<file path="config.mk">
export PLATFORM = sky130hd
export DESIGN_NAME = prio_irq_ctrl
export DESIGN_NICKNAME = d
export VERILOG_FILES = /design/src/rtl/prio_irq_pkg.sv /design/src/rtl/irq_pend_bank.sv /design/src/rtl/irq_prio_pick.sv /design/src/rtl/irq_cfg_regs.sv /design/src/rtl/prio_irq_ctrl.sv
export SDC_FILE = /design/constraint.sdc
export NUM_CORES = 1
export LEC_CHECK = 0
export BUFFER_PORTS_ARGS = -buffer_cell sky130_fd_sc_hd__buf_4
export CAP_MARGIN = 5
export CORE_ASPECT_RATIO = 0.9
export CORE_MARGIN = 5
export CORE_UTILIZATION = 30
export CTS_CLUSTER_DIAMETER = 80
export DETAILED_ROUTE_END_ITERATION = 8
export GPL_TIMING_DRIVEN = 1
export PLACE_DENSITY_LB_ADDON = 0.15
export SLEW_MARGIN = 40
export SYNTH_ARGS = -nofsm -noshare
export SYNTH_HDL_FRONTEND = slang
export SYNTH_SLANG_ARGS = --single-unit
</file>
<file path="constraint.sdc">
create_clock -name clk -period 1.5 [get_ports clk]
set_input_delay 0.225 -clock clk [delete_from_list [all_inputs] [get_ports clk]]
set_output_delay 0.225 -clock clk [all_outputs]
set_load 0.005 [all_outputs]
</file>
<file path="src/rtl/prio_irq_pkg.sv">
package prio_irq_pkg;
  typedef enum logic [1:0] {
    CFG_BASE = 2'd0,
    CFG_MASK = 2'd1,
    CFG_EOI  = 2'd2,
    CFG_RSVD = 2'd3
  } cfg_sel_e;
endpackage

</file>
<file path="src/rtl/irq_pend_bank.sv">
module irq_pend_bank #(
  parameter int unsigned N_LINES = 8
) (
  input  logic               clk,
  input  logic               rst_n,
  input  logic [N_LINES-1:0] req_i,
  input  logic [N_LINES-1:0] clr_i,
  output logic [N_LINES-1:0] pend_o
);
  logic [N_LINES-1:0] req_q;
  logic [N_LINES-1:0] pend_q, pend_d;

  for (genvar k = 0; k < N_LINES; k++) begin : g_line
    logic rise;
    assign rise = req_i[k] & ~req_q[k];
    always_comb begin
      pend_d[k] = pend_q[k];
      if (rise)     pend_d[k] = 1'b1;
      if (clr_i[k]) pend_d[k] = 1'b0;
    end
  end

  always_ff @(posedge clk or negedge rst_n) begin
    if (!rst_n) begin
      req_q  <= '0;
      pend_q <= '0;
    end else begin
      req_q  <= req_i;
      pend_q <= pend_d;
    end
  end

  assign pend_o = pend_q;
endmodule

</file>
<file path="src/rtl/irq_prio_pick.sv">
module irq_prio_pick #(
  parameter int unsigned N_LINES = 8,
  localparam int unsigned IDX_W = $clog2(N_LINES)
) (
  input  logic [N_LINES-1:0] cand_i,
  output logic               any_o,
  output logic [IDX_W-1:0]   idx_o,
  output logic [N_LINES-1:0] onehot_o
);
  always_comb begin
    any_o    = 1'b0;
    idx_o    = '0;
    onehot_o = '0;
    for (int i = N_LINES - 1; i >= 0; i--) begin
      if (cand_i[i]) begin
        any_o    = 1'b1;
        idx_o    = IDX_W'(i);
        onehot_o = '0;
        onehot_o[i] = 1'b1;
      end
    end
  end
endmodule

</file>
<file path="src/rtl/irq_cfg_regs.sv">
module irq_cfg_regs
  import prio_irq_pkg::*;
#(
  parameter int unsigned N_LINES = 8,
  parameter int unsigned BASE_W  = 5,
  parameter int unsigned DATA_W  = 8
) (
  input  logic               clk,
  input  logic               rst_n,
  input  logic               wr_i,
  input  logic [1:0]         addr_i,
  input  logic [DATA_W-1:0]  wdata_i,
  output logic [BASE_W-1:0]  base_o,
  output logic [N_LINES-1:0] mask_o,
  output logic               eoi_o
);
  logic [BASE_W-1:0]  base_q, base_d;
  logic [N_LINES-1:0] mask_q, mask_d;
  logic               base_en, mask_en;

  assign base_en = wr_i && (cfg_sel_e'(addr_i) == CFG_BASE);
  assign mask_en = wr_i && (cfg_sel_e'(addr_i) == CFG_MASK);
  assign eoi_o   = wr_i && (cfg_sel_e'(addr_i) == CFG_EOI);

  always_comb begin
    base_d = base_q;
    mask_d = mask_q;
    if (base_en) base_d = wdata_i[BASE_W-1:0];
    if (mask_en) mask_d = wdata_i[N_LINES-1:0];
  end

  always_ff @(posedge clk or negedge rst_n) begin
    if (!rst_n) begin
      base_q <= '0;
      mask_q <= '0;
    end else begin
      base_q <= base_d;
      mask_q <= mask_d;
    end
  end

  if (DATA_W > BASE_W && DATA_W > N_LINES) begin : g_spare
    logic unused_hi;
    assign unused_hi = ^wdata_i[DATA_W-1:((BASE_W > N_LINES) ? BASE_W : N_LINES)];
  end

  assign base_o = base_q;
  assign mask_o = mask_q;
endmodule

</file>
<file path="src/rtl/prio_irq_ctrl.sv">
module prio_irq_ctrl #(
  parameter int unsigned N_LINES = 8,
  parameter int unsigned BASE_W  = 5,
  parameter int unsigned DATA_W  = 8,
  localparam int unsigned IDX_W  = $clog2(N_LINES),
  localparam int unsigned VEC_W  = BASE_W + IDX_W
) (
  input  logic               clk,
  input  logic               rst_n,
  input  logic [N_LINES-1:0] req_i,
  input  logic               inta_i,
  input  logic               cfg_wr_i,
  input  logic [1:0]         cfg_addr_i,
  input  logic [DATA_W-1:0]  cfg_wdata_i,
  output logic               int_o,
  output logic               vec_valid_o,
  output logic [VEC_W-1:0]   vec_o
);
  // reset: asynchronous assert, synchronous release
  logic [1:0] rst_sync_q;
  logic       rst_int_n;
  always_ff @(posedge clk or negedge rst_n) begin
    if (!rst_n) rst_sync_q <= 2'b00;
    else        rst_sync_q <= {rst_sync_q[0], 1'b1};
  end
  assign rst_int_n = rst_sync_q[1];

  logic [BASE_W-1:0]  base_w;
  logic [N_LINES-1:0] mask_w, pend_w, clr_w, win_oh;
  logic [IDX_W-1:0]   win_idx;
  logic               any_w, eoi_w, take_w;

  irq_cfg_regs #(.N_LINES(N_LINES), .BASE_W(BASE_W), .DATA_W(DATA_W)) u_cfg (
    .clk(clk), .rst_n(rst_int_n), .wr_i(cfg_wr_i), .addr_i(cfg_addr_i),
    .wdata_i(cfg_wdata_i), .base_o(base_w), .mask_o(mask_w), .eoi_o(eoi_w)
  );

  irq_pend_bank #(.N_LINES(N_LINES)) u_pend (
    .clk(clk), .rst_n(rst_int_n), .req_i(req_i), .clr_i(clr_w), .pend_o(pend_w)
  );

  irq_prio_pick #(.N_LINES(N_LINES)) u_pick (
    .cand_i(pend_w & ~mask_w), .any_o(any_w), .idx_o(win_idx), .onehot_o(win_oh)
  );

  logic             svc_q, svc_d;
  logic             vld_q, vld_d;
  logic [VEC_W-1:0] vec_q, vec_d;

  assign int_o  = any_w & ~svc_q;
  assign take_w = inta_i & int_o;
  assign clr_w  = take_w ? win_oh : '0;

  always_comb begin
    svc_d = svc_q;
    vld_d = take_w;
    vec_d = vec_q;
    if (eoi_w)  svc_d = 1'b0;
    if (take_w) begin
      svc_d = 1'b1;
      vec_d = {base_w, win_idx};
    end
  end

  always_ff @(posedge clk or negedge rst_int_n) begin
    if (!rst_int_n) begin
      svc_q <= 1'b0;
      vld_q <= 1'b0;
      vec_q <= '0;
    end else begin
      svc_q <= svc_d;
      vld_q <= vld_d;
      vec_q <= vec_d;
    end
  end

  assign vec_valid_o = vld_q;
  assign vec_o       = vec_q;
endmodule

</file>
==> flow_summary.toml <==
[setup_path]
critPathArrivalTime_ns = 1.81
worstSetupPathType = "reg2out"
cp-end-kind = "output pin"
cp_max_fo = 2
cp.required_ns = 1.27
critPathLaunchType = "register"

[synthesis]
synth_seq_area_share_pct = 62.9
synth_cells = 124
netlist_area_um2 = 1630
synth_top_family_by_area = "multiplexers"
yosys_most_used_dff = "dfrtp_1"
synth-simple-area-share_pct = 10.9
syn_nets = 146
muxShareOfSynthArea_pct = 14.7
yosys_warnings = 0
yosysTopAreaCellShare_pct = 62.9
post-synth-top-area-cell = "dfrtp_1"
synthTopCellsByArea = "dfrtp_1 (63%), mux2_2 (9.0%), mux2_4 (3.7%)"
synth_adder_area_share_pct = 0
ys_ff_latch = 41
avgSynthCellArea_um2 = 13.1
synth_compound_area_share_pct = 8.29
async_flop_share_pct = 100
synthXorXnorAreaFrac_pct = 0
ys_types = 28
synth_edf_count = 0

[timing]
tightestPinTransition_ns = 0.502
worst_slack_ns = -0.539
holdWs_ns = 0.0441
relSlewSlack_pct = 66.6
drv_slew = 0
setup_tns_ns = -6.25
hold_viol_final = 0
skew_ns = 0.00857
fin_crit_sh_pct = 136
period_needed_ns = 2.04
timing.fmax_mhz = 490
setup_violations = 15
rsz0062_at_grt = "true"

[layout]
finalInstanceArea_um2 = 2380
nFillCells = 518
area_growth_pct = 45.9
fin_cells = 258
drive_gt1_share_pct = 50.3
diodes = 0
final_nets = 212

[place]
placed_cells = 243
portBuffers = 31
hpwl_um = 2580
gp_congestion = 0.808
dpl_cell_area_um2 = 2110

[floorplanning]
die_w_um = 87.7
start_util_pct = 31.0
io_pins = 32
fp.dieH_um = 79.9
dieArea_um2 = 7010
rows = 25
core_um2 = 5260

[cts]
clk_pin_slew_worst_paths_ns = 0.08
cts_buffers = 5
clockBufferDepth = 2
cts-root-buf = "clkbuf_8"
clk-insertion-delay-late_ns = 0.29
numClockSinks = 41
htree_num_levels = 2
cts_tree = "built"

[hold_path]
min_path_type = "in2reg"

[routing]
drt_iter0_drc = 52
dr.pass1.iters = 3
wl_per_cell_um = 14.2
wl_um = 3680
ant_nets = 0
vias = 1174
vias_per_cell = 4.55
drc_errors = 0

[pwr]
powerDensity_nw_per_um2 = 1540
p_leak_nw = 1.10
vdd_drop_max_mv = 0.653
power_mw = 3.67

[global_routing]
grt_max_degree = 40
grt_pass1_vias = 1281
grt_pass1_wl_um = 5950
antenna_found_initial = 0
grt-ovfl-total = 0
gr-usage-all-layers_pct = 11.2

[run_status]
violations = "setup timing"
status = "complete, but fails checks"

[run]
cap_violations = 0
==> routing by layer <==
| layer | GRT usage, % | part of all wire (%) |
|---|---|---|
| met5 | 0 | 0 |
| met3 | 4.75 | 5.0 |
| met4 | 2.91 | 0.84 |
| met2 | 17.4 | 49 |
| met1 | 14.3 | 45 |
==> worst max-delay path: stages, from the launching register on <==
cell and delay [ns]:
dfrtp_1 0.39, nor2b_4 0.13, or4_4 0.55, buf_6 0.14
nor4_4 0.11, nor2_1 0.08, buf_4 0.13
==> cell usage in the layout (no fill, tap or decap) <==
| cell type | instances |
|---|---|
| mux2i_1 | 1 |
| dfrtp_1 | 41 |
| nor2b_4 | 2 |
| buf_6 | 7 |
| o21ai_0 | 1 |
| nor2_1 | 7 |
| a31oi_4 | 1 |
| o211ai_1 | 1 |
| dlygate4sd3_1 | 1 |
| mux2_4 | 6 |
| nand2_1 | 2 |
| and4b_1 | 1 |
| nand2b_1 | 3 |
| a2bb2oi_2 | 1 |
| nor2b_1 | 6 |
| nand3b_1 | 1 |
| o41ai_1 | 1 |
| a21boi_0 | 1 |
| bufinv_16 | 1 |
| mux2_2 | 13 |
| nor3b_1 | 1 |
| conb_1 | 1 |
| clkbuf_8 | 6 |
| a21oi_1 | 10 |
| nand2b_4 | 1 |
| buf_4 | 53 |
| o41a_1 | 1 |
| nor4_4 | 1 |
| nor4_2 | 1 |
| a31oi_1 | 4 |
| inv_1 | 9 |
| a21oi_2 | 1 |
| nor4b_1 | 1 |
| or4_4 | 1 |
| clkbuf_1 | 1 |
| nor2_4 | 1 |
==> cell families after synthesis <==
family | count (synthesis)
muxes | 20
AOI/OAI and AO/OA | 22
DFF | 41
and+or+nand+nor | 29
buffers and inverters | 11
other | 1
==> synthesized netlist by cell type (2+ instances only) <==
cell type / number
a31oi_1: 5
nor4_1: 2
nor2b_1: 7
mux2_1: 2
mux2_2: 13
nand2b_1: 4
dfrtp_1: 41
nor2_1: 8
a21oi_1: 11
mux2_4: 4
inv_1: 9
nand2_1: 2
==> timing repair <==
action / 4_1_cts / 5_1_grt
gates resized for setup: 13 / 5
hold endpoints to repair: 2 / 0
hold buffers: 1 / 0
buffers inserted: 4 / 2
setup endpoints to repair: 15 / 15
pin swaps: 4 / 3
==> per-stage QoR <==
stage | util (%) | worst slack [ns]
after floorplan | - | -0.479
after global placement | 40.2 | -0.466
after detailed placement | 40.2 | -0.504
after CTS | 44.3 | -0.574
after global routing | 45.3 | -0.660
final | 45.3 | -0.539
==> registers in the layout (all words and copies together) (netlist names) <==
signal / cells
svc_q: 1
u_cfg.base_o: 5
rst_sync_q: 2
vec_valid_o: 1
u_pend.req_q: 8
vec_o: 8
u_pend.pend_o: 8
u_cfg.mask_o: 8
==> path summary, 6_finish.rpt <==
check	end	cells after the start	start	slack [ns]
hold reg to reg	vec_o[2]	1	rst_sync_q[1]	0.30
hold / removal	u_pend.req_q[5]	1	req_i[5]	0.04
setup reg to reg	vec_o[3]	5	u_pend.pend_o[1]	-0.52
min in group asynchronous	rst_sync_q[1]	2	rst_n	0.25
max in group asynchronous	u_cfg.base_o[3]	1	rst_sync_q[1]	0.86
setup / recovery	int_o	6	u_pend.pend_o[1]	-0.54
==> report_power, final <==
part / total (mW) / internal (mW) / switching (mW)
clock network: 0.909 / 0.543 / 0.366
registers: 1.50 / 1.35 / 0.145
logic: 1.26 / 0.778 / 0.486
==> area by class of cell <==
type	count	area, um2	area share [%]
Clock buffer	7	86.3	3.63
Tap cell	67	83.8	3.52
Inverter	9	33.8	1.42
Clock inverter	1	30.0	1.26
Timing Repair Buffer	61	487	20.5
Sequential cell	41	1030	43.1
Multi-Input combinational cell	72	632	26.6
Power figures use the tool's default switching activity.
